===== src/rtl/rperr_pkg.sv =====
package rperr_pkg;

    localparam int NSEV = 3;

    typedef enum logic [1:0] {
        SEV_COR      = 2'd0,
        SEV_NONFATAL = 2'd1,
        SEV_FATAL    = 2'd2,
        SEV_RSVD     = 2'd3
    } sev_e;

    typedef enum logic [1:0] {
        ST_IDLE = 2'd0,
        ST_MSIX = 2'd1,
        ST_MSI  = 2'd2,
        ST_INTX = 2'd3
    } notify_st_e;

    typedef enum logic {
        ADDR_CMD  = 1'b0,
        ADDR_STAT = 1'b1
    } reg_addr_e;

    // One-hot status set vector for an accepted message; reserved code gives zero.
    function automatic logic [NSEV-1:0] sev_onehot(input logic valid, input logic [1:0] sev);
        logic [NSEV-1:0] v;
        v = '0;
        for (int i = 0; i < NSEV; i++) begin
            if (valid && (sev == 2'(i))) v[i] = 1'b1;
        end
        return v;
    endfunction

endpackage


===== src/rtl/rperr_regs.sv =====
module rperr_regs
    import rperr_pkg::*;
#(
    parameter int REG_W = 32,
    parameter int VEC_W = 5
) (
    input  logic             clk,
    input  logic             rst_n,
    input  logic             msg_valid,
    input  logic [1:0]       msg_sev,
    input  logic             wr_en,
    input  logic             wr_addr,
    input  logic [REG_W-1:0] wr_data,
    input  logic             rd_addr,
    output logic [REG_W-1:0] rd_data,
    output logic [NSEV-1:0]  status_q,
    output logic [NSEV-1:0]  cmd_q,
    output logic [VEC_W-1:0] vec_q,
    output logic             cond_now,
    output logic             cond_next,
    output logic             msg_hit_next
);

    localparam int VEC_LSB = REG_W - VEC_W;

    logic [NSEV-1:0]  set_vec;
    logic [NSEV-1:0]  status_d;
    logic [NSEV-1:0]  cmd_d;
    logic [VEC_W-1:0] vec_d;
    logic             wr_stat;
    logic             wr_cmd;
    logic             unused_wr_bits;

    assign set_vec        = sev_onehot(msg_valid, msg_sev);
    assign wr_stat        = wr_en && (wr_addr == ADDR_STAT);
    assign wr_cmd         = wr_en && (wr_addr == ADDR_CMD);
    assign unused_wr_bits = ^wr_data[VEC_LSB-1:NSEV];

    // Per-severity next state: a message set wins over a same-cycle clear.
    for (genvar i = 0; i < NSEV; i++) begin : g_sev
        assign status_d[i] = set_vec[i] | (status_q[i] & ~(wr_stat & wr_data[i]));
        assign cmd_d[i]    = wr_cmd ? wr_data[i] : cmd_q[i];
    end

    assign vec_d = wr_stat ? wr_data[VEC_LSB +: VEC_W] : vec_q;

    always_ff @(posedge clk or negedge rst_n) begin
        if (!rst_n) begin
            status_q <= '0;
            cmd_q    <= '0;
            vec_q    <= '0;
        end else begin
            status_q <= status_d;
            cmd_q    <= cmd_d;
            vec_q    <= vec_d;
        end
    end

    always_comb begin
        rd_data = '0;
        if (rd_addr == ADDR_STAT) begin
            rd_data[NSEV-1:0]         = status_q;
            rd_data[VEC_LSB +: VEC_W] = vec_q;
        end else begin
            rd_data[NSEV-1:0] = cmd_q;
        end
    end

    assign cond_now     = |(status_q & cmd_q);
    assign cond_next    = |(status_d & cmd_d);
    assign msg_hit_next = |(set_vec & cmd_d);

    // an accepted message leaves its status bit set, clear or not
    p_sev_sets_bit_r2: assert property (@(posedge clk) disable iff (!rst_n)
        (msg_valid && msg_sev != SEV_RSVD) |=> status_q[$past(msg_sev)]);

    // the reserved code alone changes no status
    p_rsvd_ignored_r2: assert property (@(posedge clk) disable iff (!rst_n)
        (msg_valid && msg_sev == SEV_RSVD && !wr_en) |=> status_q == $past(status_q));

    // written ones clear status bits when no message competes
    p_w1c_r8: assert property (@(posedge clk) disable iff (!rst_n)
        (wr_en && wr_addr == ADDR_STAT && !msg_valid) |=> ((status_q & $past(wr_data[NSEV-1:0])) == '0));

endmodule


===== src/rtl/rperr_notify_fsm.sv =====
module rperr_notify_fsm
    import rperr_pkg::*;
#(
    parameter int VEC_W = 5
) (
    input  logic             clk,
    input  logic             rst_n,
    input  logic             cond_now,
    input  logic             cond_next,
    input  logic             msg_hit_next,
    input  logic             msix_en,
    input  logic             msi_en,
    input  logic [VEC_W-1:0] vec_q,
    output logic             msix_pulse,
    output logic             msi_pulse,
    output logic [VEC_W-1:0] irq_vec,
    output logic             intx_level,
    output logic             msg_sent
);

    notify_st_e state_q;
    notify_st_e state_d;
    logic       fire;

    // Next state: arm-to-fire from idle, clear-to-rearm from any active state.
    always_comb begin
        state_d = state_q;
        fire    = 1'b0;
        unique case (state_q)
            ST_IDLE: begin
                if (cond_next) begin
                    fire = 1'b1;
                    if (msix_en)     state_d = ST_MSIX;
                    else if (msi_en) state_d = ST_MSI;
                    else             state_d = ST_INTX;
                end
            end
            ST_MSIX, ST_MSI, ST_INTX: begin
                if (!cond_next) state_d = ST_IDLE;
            end
        endcase
    end

    always_ff @(posedge clk or negedge rst_n) begin
        if (!rst_n) state_q <= ST_IDLE;
        else        state_q <= state_d;
    end

    always_ff @(posedge clk or negedge rst_n) begin
        if (!rst_n) begin
            msix_pulse <= 1'b0;
            msi_pulse  <= 1'b0;
            irq_vec    <= '0;
            msg_sent   <= 1'b0;
        end else begin
            msix_pulse <= fire && (state_d == ST_MSIX);
            msi_pulse  <= fire && (state_d == ST_MSI);
            irq_vec    <= (fire && state_d != ST_INTX) ? vec_q : '0;
            msg_sent   <= fire && msg_hit_next;
        end
    end

    assign intx_level = (state_q == ST_INTX);

    // the state machine is active exactly while the registered condition holds
    p_state_tracks_cond_r4: assert property (@(posedge clk) disable iff (!rst_n)
        (state_q != ST_IDLE) == cond_now);

    // msg_sent never appears without a notification
    p_sent_with_notify_r5: assert property (@(posedge clk) disable iff (!rst_n)
        msg_sent |-> (msix_pulse || msi_pulse || $rose(intx_level)));

    // one delivery path at a time
    p_one_path_r6: assert property (@(posedge clk) disable iff (!rst_n)
        $onehot0({msix_pulse, msi_pulse, intx_level}));

    // MSI is used only when MSI-X was off at the firing edge
    p_msix_first_r6: assert property (@(posedge clk) disable iff (!rst_n)
        msi_pulse |-> !$past(msix_en));

    // pulses last a single cycle
    p_pulse_single_r11: assert property (@(posedge clk) disable iff (!rst_n)
        (msix_pulse || msi_pulse) |=> !(msix_pulse || msi_pulse));

    // INTx only while the condition holds
    p_intx_needs_cond_r8: assert property (@(posedge clk) disable iff (!rst_n)
        intx_level |-> cond_now);

endmodule


===== src/rtl/rperr_irq_gen.sv =====
module rperr_irq_gen
    import rperr_pkg::*;
#(
    parameter int REG_W = 32,
    parameter int VEC_W = 5
) (
    input  logic             clk,
    input  logic             rst_n,
    input  logic             msg_valid,
    input  logic [1:0]       msg_sev,
    input  logic             wr_en,
    input  logic             wr_addr,
    input  logic [REG_W-1:0] wr_data,
    input  logic             rd_addr,
    output logic [REG_W-1:0] rd_data,
    input  logic             msix_en,
    input  logic             msi_en,
    output logic             msix_pulse,
    output logic             msi_pulse,
    output logic [VEC_W-1:0] irq_vec,
    output logic             intx_level,
    output logic             msg_sent
);

    logic [NSEV-1:0]  status_q;
    logic [NSEV-1:0]  cmd_q;
    logic [VEC_W-1:0] vec_q;
    logic             cond_now;
    logic             cond_next;
    logic             msg_hit_next;

    rperr_regs #(.REG_W(REG_W), .VEC_W(VEC_W)) u_regs (
        .clk          (clk),
        .rst_n        (rst_n),
        .msg_valid    (msg_valid),
        .msg_sev      (msg_sev),
        .wr_en        (wr_en),
        .wr_addr      (wr_addr),
        .wr_data      (wr_data),
        .rd_addr      (rd_addr),
        .rd_data      (rd_data),
        .status_q     (status_q),
        .cmd_q        (cmd_q),
        .vec_q        (vec_q),
        .cond_now     (cond_now),
        .cond_next    (cond_next),
        .msg_hit_next (msg_hit_next)
    );

    rperr_notify_fsm #(.VEC_W(VEC_W)) u_fsm (
        .clk          (clk),
        .rst_n        (rst_n),
        .cond_now     (cond_now),
        .cond_next    (cond_next),
        .msg_hit_next (msg_hit_next),
        .msix_en      (msix_en),
        .msi_en       (msi_en),
        .vec_q        (vec_q),
        .msix_pulse   (msix_pulse),
        .msi_pulse    (msi_pulse),
        .irq_vec      (irq_vec),
        .intx_level   (intx_level),
        .msg_sent     (msg_sent)
    );

    // a message with its enable clear (and no command write) is never reported sent
    p_disabled_silent_r3: assert property (@(posedge clk) disable iff (!rst_n)
        (msg_valid && msg_sev != SEV_RSVD && !wr_en && !cmd_q[msg_sev]) |=> !msg_sent);

endmodule


===== config.mk =====
export PLATFORM = sky130hd
export DESIGN_NAME = rperr_irq_gen
export DESIGN_NICKNAME = d
export VERILOG_FILES = /design/src/rtl/rperr_pkg.sv /design/src/rtl/rperr_regs.sv /design/src/rtl/rperr_notify_fsm.sv /design/src/rtl/rperr_irq_gen.sv
export SDC_FILE = /design/constraint.sdc
export NUM_CORES = 1
export LEC_CHECK = 0
export BUFFER_PORTS_ARGS = -buffer_cell sky130_fd_sc_hd__buf_2
export CAP_MARGIN = 0
export CORE_MARGIN = 1
export CORE_UTILIZATION = 43
export DETAILED_ROUTE_END_ITERATION = 10
export PLACE_DENSITY_LB_ADDON = 0.05
export SLEW_MARGIN = 5
export SYNTH_ARGS = -nofsm -noshare
export SYNTH_HDL_FRONTEND = slang
export SYNTH_HIERARCHICAL = 1
export SYNTH_SLANG_ARGS = --single-unit

===== constraint.sdc =====
create_clock -name clk -period 2.6 [get_ports clk]
set_input_delay 0.13 -clock clk [delete_from_list [all_inputs] [get_ports clk]]
set_output_delay 0.13 -clock clk [all_outputs]
set_load 0.005 [all_outputs]

# [Yosys cells after proc, flatten, opt, wreduce, memory -nomap -nowiden]
# Index checks and enable logic that the tools add are counted.
[totals] reg_bits=21 out_inout_bits=41 word_cells=61
[classes] n_eq_ne=8 muxes=16 bitwise=15 n_reduce_logical=14
[ops] cell="$mux 5" n=2
[ops] cell="$logic_and 1x1->1" n=9
[ops] cell="$mux 1" n=9
[ops] cell="$reduce_or 3->1" n=3
[ops] cell="$eq 2x2->1 const B" n=4
[ops] cell="$and 1x1->1" n=6
[ops] cell="$and 3x3->3" n=2
[ops] cell="$eq 2x1->1 const B" n=3
[ops] cell="$mux 2" n=3
[ops] cell="$logic_not 2->1" n=2
[ops] cell="$not 1->1" n=4
[ops] cell="$pmux 2 s2" n=1
[ops] cell="$mux 3" n=1
[ops] cell="$or 1x1->1" n=3
[ops] cell="$ne 2x2->1 const B" n=1

# [Depth between registers and ports, before layout]
# Gate-level depths: netlist of run 1.
[logic_depth] ltp_word=12 ltp_mapped=6

# [Modules after synthesis]
# The synthesis of run 1 kept the hierarchy.
[by_module_without_submodules] mod="rperr_regs" n_inst=1 cells_each=75 area_per_inst_um2=743.2 seq_area_each_um2=275.3
[by_module_without_submodules] mod="rperr_notify_fsm" n_inst=1 cells_each=27 area_per_inst_um2=375.4 seq_area_each_um2=250.2

# [Worst setup path before layout of run 1]
# OpenSTA, ideal clock, no wires.
[synth_timing] path_kind="register to register" startpoint="register u_regs.cmd_q[1]" endpoint="register u_fsm.msg_sent" setup_time_ps=120 arrival_time_ps=1315 path_slack_ps=1165 stages_incl_launch_ff=6 path_cell_list="dfrtp_1 mux2i_1 inv_1 a221o_1 nor3b_4 and2_2"
[synth_via] elab_chain_cells=6
[synth_lines] element="start, declared" line_no="rperr_regs.sv:17" text="output logic [NSEV-1:0] cmd_q,"
[synth_lines] element="start signal, assigned" line_no="rperr_regs.sv:54" text="cmd_q <= cmd_d;"
[synth_lines] element="$mux 1" line_no="rperr_regs.sv:42" text="assign cmd_d[i] = wr_cmd ? wr_data[i] : cmd_q[i];"
[synth_lines] element="net u_regs.cmd_d[1]" line_no="rperr_regs.sv:28" text="logic [NSEV-1:0] cmd_d;"
[synth_lines] element="$and 3x3->3" line_no="rperr_regs.sv:70" text="assign cond_next = |(status_d & cmd_d);"
[synth_lines] element="$reduce_or 3->1" line_no="rperr_regs.sv:70"
[synth_lines] element="net cond_next" line_no="rperr_irq_gen.sv:29" text="logic cond_next;"
[synth_lines] element="$mux 1" line_no="rperr_notify_fsm.sv:31" text="if (cond_next) begin"
[synth_lines] element="$mux 1" line_no="rperr_notify_fsm.sv:29" text="unique case (state_q)"
[synth_lines] element="$logic_and 1x1->1" line_no="rperr_notify_fsm.sv:59" text="msg_sent <= fire && msg_hit_next;"
[synth_lines] element="end signal, assigned" line_no="rperr_notify_fsm.sv:59"
[synth_lines] element="end, declared" line_no="rperr_notify_fsm.sv:18" text="output logic msg_sent"
# The timed path passes the listed nets, and every way through them passes these cells.
# A chain may end at the register's enable or synchronous reset.

# [Worst setup path in the final report of run 1]
[layout_timing] startpoint="register u_regs.cmd_q[2]" endpoint="register u_fsm.msi_pulse"
[layout_via] elab_chain_cells=7
[layout_lines] element="$mux 1 (*)" line_no="rperr_regs.sv:42"
[layout_lines] element="$and 3x3->3 (*)" line_no="rperr_regs.sv:70"
[layout_lines] element="$reduce_or 3->1 (*)" line_no="rperr_regs.sv:70"
[layout_lines] element="net cond_next" line_no="rperr_irq_gen.sv:29"
[layout_lines] element="$mux 2 (on tied branches)" line_no="rperr_notify_fsm.sv:39, rperr_notify_fsm.sv:31"
[layout_lines] element="$pmux 2 s2" line_no="rperr_notify_fsm.sv:29"
[layout_lines] element="$eq 2x2->1" line_no="rperr_notify_fsm.sv:57" text="msi_pulse <= fire && (state_d == ST_MSI);"
[layout_lines] element="$logic_and 1x1->1 (*)" line_no="rperr_notify_fsm.sv:57"
[layout_lines] element="end signal, assigned" line_no="rperr_notify_fsm.sv:57"
[layout_lines] element="end, declared" line_no="rperr_notify_fsm.sv:15" text="output logic msi_pulse,"
# Mark *: on every way through the listed nets, which the timed path passes. The rest lies on a longest branch.

==> results of run 1 <==
-- layout make-up --
cell class,count,area [um2]
Clock inverter,1,5.00
Tap cell,30,37.5
Timing Repair Buffer,35,180
Clock buffer,3,22.5
Sequential cell,21,526
Fill cell,235,1200
Multi-Input combinational cell,74,470
Inverter,4,15.0
-- stage by stage --
stage / hold slack [ns] / setup WS (ns) / cell area, um2 / utilization, %
finish: 0.0570 / 1.05 / 1260 / 51.2
global route: 0.0441 / 0.960 / 1260 / 51.2
CTS: 0.0447 / 1.05 / 1260 / 51.2
detailed placement: 0.108 / 0.964 / 1220 / 49.6
global placement: 0.110 / 0.961 / 1220 / 49.6
floorplan: -0.166 / 1.18 / 1190 / -
-- cells in the final DEF (no fill, tap or decap), drive strengths merged, types with 3 or more instances in the layout --
cell and n:
inv 4, and2 8, dfrtp 21, conb 24
mux2 9, and3 5, mux2i 3, clkbuf 3
nand2 6, nand2b 3, buf 34, o21ai 3
nand3 3
-- registers in the layout, summed over array words and instances (netlist names) --
name,cells
u_fsm/irq_vec,5
u_fsm/msi_pulse,1
u_regs/cmd_q,3
u_regs/status_q,3
u_fsm/state_q,2
u_fsm/msg_sent,1
u_fsm/msix_pulse,1
u_regs/vec_q,5
-- final timing paths --
path,depth (start not counted),endpoint,startpoint
setup reg to reg,5,u_fsm/msi_pulse,u_regs/cmd_q[2]
max in group asynchronous,2,u_fsm/msix_pulse,rst_n
setup / recovery,5,u_fsm/msi_pulse,u_regs/cmd_q[2]
min in group asynchronous,2,u_fsm/irq_vec[2],rst_n
hold reg to reg,2,u_regs/status_q[2],u_regs/status_q[2]
hold / removal,2,u_regs/vec_q[4],wr_data[31]
-- worst max-delay path: cells and delay by family (launching register included) --
kind	cells	cell delay (ns)
compound gates	2	0.43
flops	1	0.40
simple gates	2	0.39
mux	1	0.23
-- what timing repair did --
| action | in CTS | in global routing |
|---|---|---|
| hold buffers | 1 | 0 |
| buffers inserted | 0 | 0 |
| endpoints found under the hold margin | 21 | 0 |
-- power groups by stage --
stage,Sequential (mW),Combinational (mW),Clock (mW)
detailed placement,0.434,0.212,0
global route,0.437,0.240,0.173
global placement,0.432,0.208,0
floorplan,0.429,0.152,0
CTS,0.427,0.213,0.162
finish,0.427,0.209,0.151
-- per-layer routing --
layer	track usage [%]	vias to the layer above
li1	-	363
met1	18.1	350
met3	2.90	0
met5	0	-
met2	23.6	25
met4	5.26	0
==> impl_metrics.env, run 1 <==
export IMPL_die_h_um=52.7
export IMPL_rows=18
export IMPL_switching_power_mw=0.229
export IMPL_fin_skew_ns=0.00500
export IMPL_critPathSlowestCell="dfrtp_1"
export IMPL_intPower_mw=0.557
export IMPL_worst_setup_path_type="reg -> reg"
export IMPL_cp_data_arrival_time_ns=1.74
export IMPL_final_cells=168
export IMPL_drc_errors=0
export IMPL_wirelength_mm=1.79
export IMPL_routabilityCongestion=0.727
export IMPL_swShare_pct=29.1
export IMPL_status="complete, no violations"
export IMPL_finalSetupTns_ns=0
export IMPL_synthCells=100
export IMPL_rsz0062_at_grt="no"
export IMPL_cts_num_sinks=21
export IMPL_max_freq_ghz=0.647
export IMPL_worst_path_largest_cell_delay_ns=0.40
export IMPL_drt_initial_drc_count=7
export IMPL_cts_tree="built"
export IMPL_synthToLayoutAreaGrowth_pct=13.7
export IMPL_die_area_um2=2780
export IMPL_worstPathCellList="mux2i_1, a21oi_1, a221o_1, nor3b_4, and2_2"
export IMPL_htree_levels=1
export IMPL_gr_total_overflow=0
export IMPL_power_frac_seq_pct=54.3
export IMPL_maxCapViolations=0
export IMPL_num_antenna_cells=0
export IMPL_timing_final_crit_share_pct=59.5
export IMPL_peakVddDrop_v=0.000359
export IMPL_cp_end_kind="register"
export IMPL_grt_pass1_vias=681
export IMPL_synth_warnings=6
export IMPL_dr_wl_met2_um=924
export IMPL_grtUsageTotal_pct=14.3
export IMPL_nNetsFinal=181
export IMPL_p_leak_nw=0.714
export IMPL_num_vias=738
export IMPL_drive_gt1_share_pct=38.4
export IMPL_grt_max_degree=22
export IMPL_ant_nets=0
export IMPL_wl_per_cell_um=10.6
export IMPL_powerDensity_nw_per_um2=626
export IMPL_path_clk_slew_ns=0.11
export IMPL_crit_fanout=7
export IMPL_wl_met3_um=108
export IMPL_dp_hpwl_mm=1.48
export IMPL_via_per_inst=4.39
export IMPL_slew_violations=0
export IMPL_syn_mean_instance_area_um2=11.0
export IMPL_initial_core_util_pct=45.0
export IMPL_cts_root_buffer="clkbuf_4"
export IMPL_power_mw=0.786
export IMPL_die_w_um=52.7
export IMPL_numPortBuffers=34
export IMPL_ios=83
export IMPL_fin_crit_ns=1.55
export IMPL_combinationalPowerShare_pct=26.6
export IMPL_reg2reg_slack_ns=1.05
export IMPL_cp_required_ns=2.79
export IMPL_dp_cells=163
export IMPL_grt_pass1_wl_mm=2.82
export IMPL_clk_insertion_delay_late_ns=0.29
export IMPL_synthesis_area_um2=1100
export IMPL_top_layer="met3"
export IMPL_post_cts_resized=0
export IMPL_numCtsBuffers=3
export IMPL_firstDrtPassIters=4
export IMPL_worstSetupStartpointType="register"
export IMPL_finalHoldViolCount=0
export IMPL_antenna_found_initial=0
export IMPL_core_area_um2=2450
export IMPL_min_path_type="in -> reg"
export IMPL_pwr_share_clk_pct=19.2
export IMPL_setup_viol=0
export IMPL_wl_met1_um=754
export IMPL_clockBufferDepth=2
Power figures use the tool's default switching activity.
==> run 2, diff against run 1 <==
--- a/config.mk
+++ b/config.mk
@@ -8,7 +8,7 @@
 export BUFFER_PORTS_ARGS = -buffer_cell sky130_fd_sc_hd__buf_2
 export CAP_MARGIN = 0
 export CORE_MARGIN = 1
-export CORE_UTILIZATION = 43
+export CORE_UTILIZATION = 36
 export DETAILED_ROUTE_END_ITERATION = 10
 export PLACE_DENSITY_LB_ADDON = 0.05
 export SLEW_MARGIN = 5
==> constraint.sdc (replaced) <==
create_clock -name clk -period 1.29 [get_ports clk]
set_input_delay 0.0645 -clock clk [delete_from_list [all_inputs] [get_ports clk]]
set_output_delay 0.0645 -clock clk [all_outputs]
set_load 0.005 [all_outputs]
==> run 2 against run 1 <==
Against the previous run:
- the run now ends with DRC, setup timing left
- non-clock buffer count grew 16
- sequential power grew 100%
- combinational power grew 140%
- clock power grew 100%
- sequential share of layout area shrank 4.2 points
- fmax grew 5.3%
- total power grew 110%
- utilization shrank 1.8 points
- largest power group unchanged
==> impl_metrics.env, run 2 (synthesis results as in run 1) <==
export IMPL_num_vias=798
export IMPL_wirelength_mm=2.10
export IMPL_cts_root_buffer="clkbuf_4"
export IMPL_largestRegisters="u_fsm/irq_vec (5), u_regs/vec_q (5)"
export IMPL_timing_final_crit_share_pct=114
export IMPL_crit_family="flip-flops"
export IMPL_numCtsBuffers=3
export IMPL_die_w_um=57.4
export IMPL_layout_setup_ws_ns=-0.178
export IMPL_drive_gt1_share_pct=41.6
export IMPL_clk_insertion_delay_late_ns=0.29
export IMPL_cp_required_ns=1.49
export IMPL_fin_skew_ns=0.00475
export IMPL_synthToLayoutAreaGrowth_pct=26.4
export IMPL_cts_num_sinks=21
export IMPL_cp_data_arrival_time_ns=1.67
export IMPL_htree_levels=1
export IMPL_clockBufferDepth=2
export IMPL_status="finished with violations"
export IMPL_die_area_um2=3290
export IMPL_cp_end_kind="register"
export IMPL_die_h_um=57.4
export IMPL_worst_path_largest_cell_delay_ns=0.41
export IMPL_final_cell_mix="buf_2 (34), conb_1 (24), dfrtp_1 (21), buf_4 (10), mux2_2 (9)"
export IMPL_max_freq_ghz=0.681
export IMPL_register_area_um2=526
export IMPL_cts_tree="built"
export IMPL_slew_violations=0
export IMPL_peakVddDrop_v=0.000394
export IMPL_setup_viol=10
export IMPL_p_leak_nw=0.790
export IMPL_grt_pass1_vias=800
export IMPL_final_common_cell="buf_2"
export IMPL_drt_initial_drc_count=22
export IMPL_pre_cts_ws_ns=-0.187
export IMPL_powerDensity_nw_per_um2=1200
export IMPL_cp_buffers_inverters=1
export IMPL_critPathSlowestCell="dfrtp_1"
export IMPL_place_area_um2=1290
export IMPL_violations="DRC, setup timing"
export IMPL_worstSetupStartpointType="register"
export IMPL_grt_max_degree=22
export IMPL_rsz0062_at_grt="yes"
export IMPL_num_antenna_cells=0
export IMPL_nFillCells=265
export IMPL_grt_pass1_wl_mm=3.52
export IMPL_power_mw=1.67
export IMPL_crit_fanout=7
export IMPL_worstPathCellList="mux2i_1, inv_1, a221o_1, nor3b_4, and3_1"
export IMPL_gr_total_overflow=0
export IMPL_finalHoldViolCount=0
export IMPL_rows=19
export IMPL_ios=83
export IMPL_path_clk_slew_ns=0.12
export IMPL_numPortBuffers=34
export IMPL_core_area_um2=2830
export IMPL_dp_hpwl_mm=1.69
export IMPL_wl_per_cell_um=11.3
export IMPL_nNetsFinal=197
export IMPL_fin_crit_ns=1.47
export IMPL_via_per_inst=4.31
export IMPL_ant_nets=0
export IMPL_firstDrtPassIters=6
export IMPL_final_cell_area_um2=1400
export IMPL_multi_input_area_um2=473
export IMPL_finalSetupTns_ns=-1.51
export IMPL_drc_errors=7
export IMPL_routabilityCongestion=0.752
export IMPL_worst_setup_path_type="reg -> reg"
export IMPL_antenna_found_initial=0
export IMPL_maxCapViolations=0
export IMPL_initial_core_util_pct=39.1
export IMPL_min_path_type="in -> reg"
export IMPL_grtUsageTotal_pct=14.0
-- run 2: cell type report --
class	count	share of cell area, %
Inverter	4	1.08
Clock inverter	1	0.358
Sequential cell	21	37.6
Clock buffer	3	1.61
Timing Repair Buffer	51	22.7
Tap cell	31	2.78
Multi-Input combinational cell	74	33.9
-- run 2: where the power goes --
part | internal [mW] | leakage (nW) | switching, mW
clock network | 0.115 | 0.0177 | 0.191
registers | 0.778 | 0.263 | 0.0870
logic | 0.289 | 0.509 | 0.210
-- run 2: path summary, 6_finish.rpt --
path | to | start | cells past startpoint | slack (ns)
worst max-delay path | u_fsm/irq_vec[2] | u_regs/cmd_q[1] | 5 | -0.18
worst min register to register | u_regs/status_q[2] | u_regs/status_q[2] | 2 | 0.51
worst min-delay path | u_regs/cmd_q[1] | wr_data[1] | 3 | 0.03
max in group asynchronous | u_regs/status_q[0] | rst_n | 2 | 0.74
min in group asynchronous | u_fsm/irq_vec[0] | rst_n | 2 | 0.24
worst max register to register | u_fsm/irq_vec[2] | u_regs/cmd_q[1] | 5 | -0.18
-- run 2: routing by layer --
layer | vias up | wire length, um | global-route usage (%) | part of all wire, %
li1 | 393 | - | - | -
met1 | 372 | 915 | 17.3 | 44
met2 | 31 | 1030 | 23.4 | 49
met3 | 2 | 144 | 3.63 | 6.9
met4 | 0 | 10 | 5.23 | 0.48
met5 | - | 0 | 0 | 0
-- run 2: per-stage QoR --
stage / instances / hold slack, ns / util (%)
floorplan: 123 / -0.231 / -
global placement: 173 / 0.0434 / 45.6
detailed placement: 173 / 0.0463 / 45.6
CTS: 185 / 0.0126 / 49.2
global route: 185 / 0.0211 / 49.4
finish: 185 / 0.0308 / 49.4
-- run 2: what timing repair did --
action	in CTS	in global routing
hold buffers	6	0
pin swaps	1	0
setup buffers	2	0
endpoints found under the setup margin	9	11
resized for setup	1	1
hold endpoints to repair	26	0
-- run 2: worst reg2reg max path, stage by stage, from the launching register on --
cell,delay (ns)
dfrtp_1,0.41
mux2i_1,0.17
inv_1,0.08
a221o_1,0.37
nor3b_4,0.19
and3_1,0.15
==> run 3, diff against run 2 <==
--- a/config.mk
+++ b/config.mk
@@ -5,10 +5,10 @@
 export SDC_FILE = /design/constraint.sdc
 export NUM_CORES = 1
 export LEC_CHECK = 0
-export BUFFER_PORTS_ARGS = -buffer_cell sky130_fd_sc_hd__buf_2
+export BUFFER_PORTS_ARGS = -buffer_cell sky130_fd_sc_hd__buf_4
 export CAP_MARGIN = 0
 export CORE_MARGIN = 1
-export CORE_UTILIZATION = 36
+export CORE_UTILIZATION = 43
 export DETAILED_ROUTE_END_ITERATION = 10
 export PLACE_DENSITY_LB_ADDON = 0.05
 export SLEW_MARGIN = 5
==> constraint.sdc (replaced) <==
create_clock -name clk -period 1.7 [get_ports clk]
set_input_delay 0.085 -clock clk [delete_from_list [all_inputs] [get_ports clk]]
set_output_delay 0.085 -clock clk [all_outputs]
set_load 0.005 [all_outputs]
==> run 3 against run 2 <==
Against the previous run:
- the flow now finishes without violations
- flip-flop and latch count unchanged
- utilization increased by 6.4 points
- via count decreased by 4.5%
- worst hold slack got worse by 0.018 ns
- design area decreased by 2.0%
- critical path depth unchanged
- global-route usage increased by 0.74 points
==> impl_metrics.env, run 3 (synthesis results as in run 1) <==
export IMPL_cts_root_buffer="clkbuf_4"
export IMPL_initial_core_util_pct=45.0
export IMPL_grtUsageTotal_pct=14.7
export IMPL_clockBufferDepth=2
export IMPL_worst_path_largest_cell_delay_ns=0.42
export IMPL_rows=18
export IMPL_fin_skew_ns=0.00425
export IMPL_core_area_um2=2450
export IMPL_rsz0062_at_grt="no"
export IMPL_die_area_um2=2780
export IMPL_cts_num_sinks=21
export IMPL_numCtsBuffers=3
export IMPL_cts_tree="built"
export IMPL_fin_crit_ns=1.58
export IMPL_grt_max_degree=22
export IMPL_critPathLaunch="u_regs/cmd_q[1]"
export IMPL_p_leak_nw=0.747
export IMPL_cp_buffers_inverters=1
export IMPL_nNetsFinal=184
export IMPL_max_freq_ghz=0.634
export IMPL_htree_levels=1
export IMPL_cts_setup_buffers=0
export IMPL_cp_end_kind="register"
export IMPL_drt_initial_drc_count=10
export IMPL_cp_required_ns=1.90
export IMPL_numPortBuffers=34
export IMPL_drive_gt1_share_pct=38.3
export IMPL_status="complete, no violations"
export IMPL_routabilityCongestion=0.732
export IMPL_worstSetupStartpointType="register"
export IMPL_reg2reg_slack_ns=0.12
export IMPL_worstPathCellList="mux2i_1, inv_1, a221o_1, nor3b_4, and2_2"
export IMPL_grt_pass1_wl_mm=2.93
export IMPL_finalSetupTns_ns=0
export IMPL_dp_cells=164
export IMPL_min_path_type="in -> reg"
export IMPL_timing_final_crit_share_pct=92.8
export IMPL_utilization_pct=55.8
export IMPL_r2r_end="u_fsm/msi_pulse"
export IMPL_crit_fanout=7
export IMPL_critPathSlowestCell="a221o_1"
export IMPL_die_w_um=52.7
export IMPL_hold_worst_slack_ns=0.0132
export IMPL_cp_data_arrival_time_ns=1.78
export IMPL_final_cell_mix="buf_4 (35), conb_1 (24), dfrtp_1 (21), mux2_2 (9)"
export IMPL_grt_pass1_vias=668
export IMPL_gr_total_overflow=0
export IMPL_powerDensity_nw_per_um2=926
export IMPL_worst_setup_path_type="reg -> reg"
export IMPL_final_common_cell="buf_4"
export IMPL_finalHoldViolCount=0
export IMPL_ant_nets=0
export IMPL_maxCapViolations=0
export IMPL_clk_insertion_delay_late_ns=0.30
export IMPL_num_antenna_cells=0
export IMPL_wirelength_mm=1.91
export IMPL_crit_family="compound AO/OA/AOI/OAI gates"
export IMPL_power_mw=1.27
export IMPL_endpoint="u_fsm/msi_pulse"
export IMPL_die_h_um=52.7
export IMPL_path_depth=5
export IMPL_wl_per_cell_um=11.2
export IMPL_r2r_start="u_regs/cmd_q[1]"
export IMPL_setup_viol=0
export IMPL_num_vias=762
export IMPL_via_per_inst=4.46
export IMPL_path_clk_slew_ns=0.12
export IMPL_drc_errors=0
export IMPL_peakVddDrop_v=0.000481
export IMPL_ios=83
export IMPL_slew_violations=0
export IMPL_synthToLayoutAreaGrowth_pct=23.9
export IMPL_dp_hpwl_mm=1.49
export IMPL_firstDrtPassIters=4
export IMPL_antenna_found_initial=0
export IMPL_final_cells=171
export IMPL_r2r_cells=5
export IMPL_nFillCells=220
export IMPL_largestRegisters="u_fsm/irq_vec (5), u_regs/vec_q (5)"
-- run 3: worst reg2reg max path, stage by stage (launching register included) --
cell     delay (ns)
dfrtp_1        0.39
mux2i_1        0.20
inv_1          0.08
a221o_1        0.42
nor3b_4        0.20
and2_2         0.19
-- run 3: per-layer routing --
layer | track usage [%] | vias to the layer above | wire length, um
met5 | 0 | - | 0
met4 | 1.32 | 0 | 0
met3 | 5.51 | 0 | 133
met2 | 25.3 | 31 | 953
met1 | 18.1 | 364 | 819
li1 | - | 367 | -
-- run 3: layout make-up --
| type | instances | area (um2) | share of cell area (%) |
|---|---|---|---|
| Inverter | 4 | 15.0 | 1.10 |
| Sequential cell | 21 | 526 | 38.4 |
| Clock inverter | 1 | 5.00 | 0.366 |
| Multi-Input combinational cell | 74 | 470 | 34.4 |
| Tap cell | 30 | 37.5 | 2.74 |
| Timing Repair Buffer | 38 | 293 | 21.4 |
| Clock buffer | 3 | 22.5 | 1.65 |
-- run 3: worst min-delay path by stage --
| stage | from | to | slack [ns] | cells after the start |
|---|---|---|---|---|
| after floorplan | rst_n | u_fsm/irq_vec[0] | -0.21 | 0 |
| after global placement | rst_n | u_fsm/irq_vec[2] | -0.02 | 1 |
| after detailed placement | rst_n | u_fsm/irq_vec[4] | -0.02 | 1 |
| after CTS | wr_data[29] | u_regs/vec_q[2] | 0.0009 | 2 |
| after global routing | wr_data[30] | u_regs/vec_q[3] | 0.003 | 2 |
| final | wr_data[30] | u_regs/vec_q[3] | 0.01 | 2 |
-- run 3: report_power, final --
group	switching (mW)	leakage (nW)	internal (mW)
Clock	0.148	0.0177	0.0877
Combinational	0.153	0.466	0.226
Sequential	0.0620	0.263	0.591
-- run 3: stage by stage --
step	instance area (um2)	setup slack, ns
after floorplan	1190	0.280
after global placement	1310	0.151
after detailed placement	1310	0.101
after CTS	1350	0.120
after global routing	1370	0.0443
final	1370	0.122
-- run 3: timing repair --
item                      4_1_cts  5_1_grt
hold buffers                    1        2
resized for setup               0        0
hold endpoints to repair       21        2
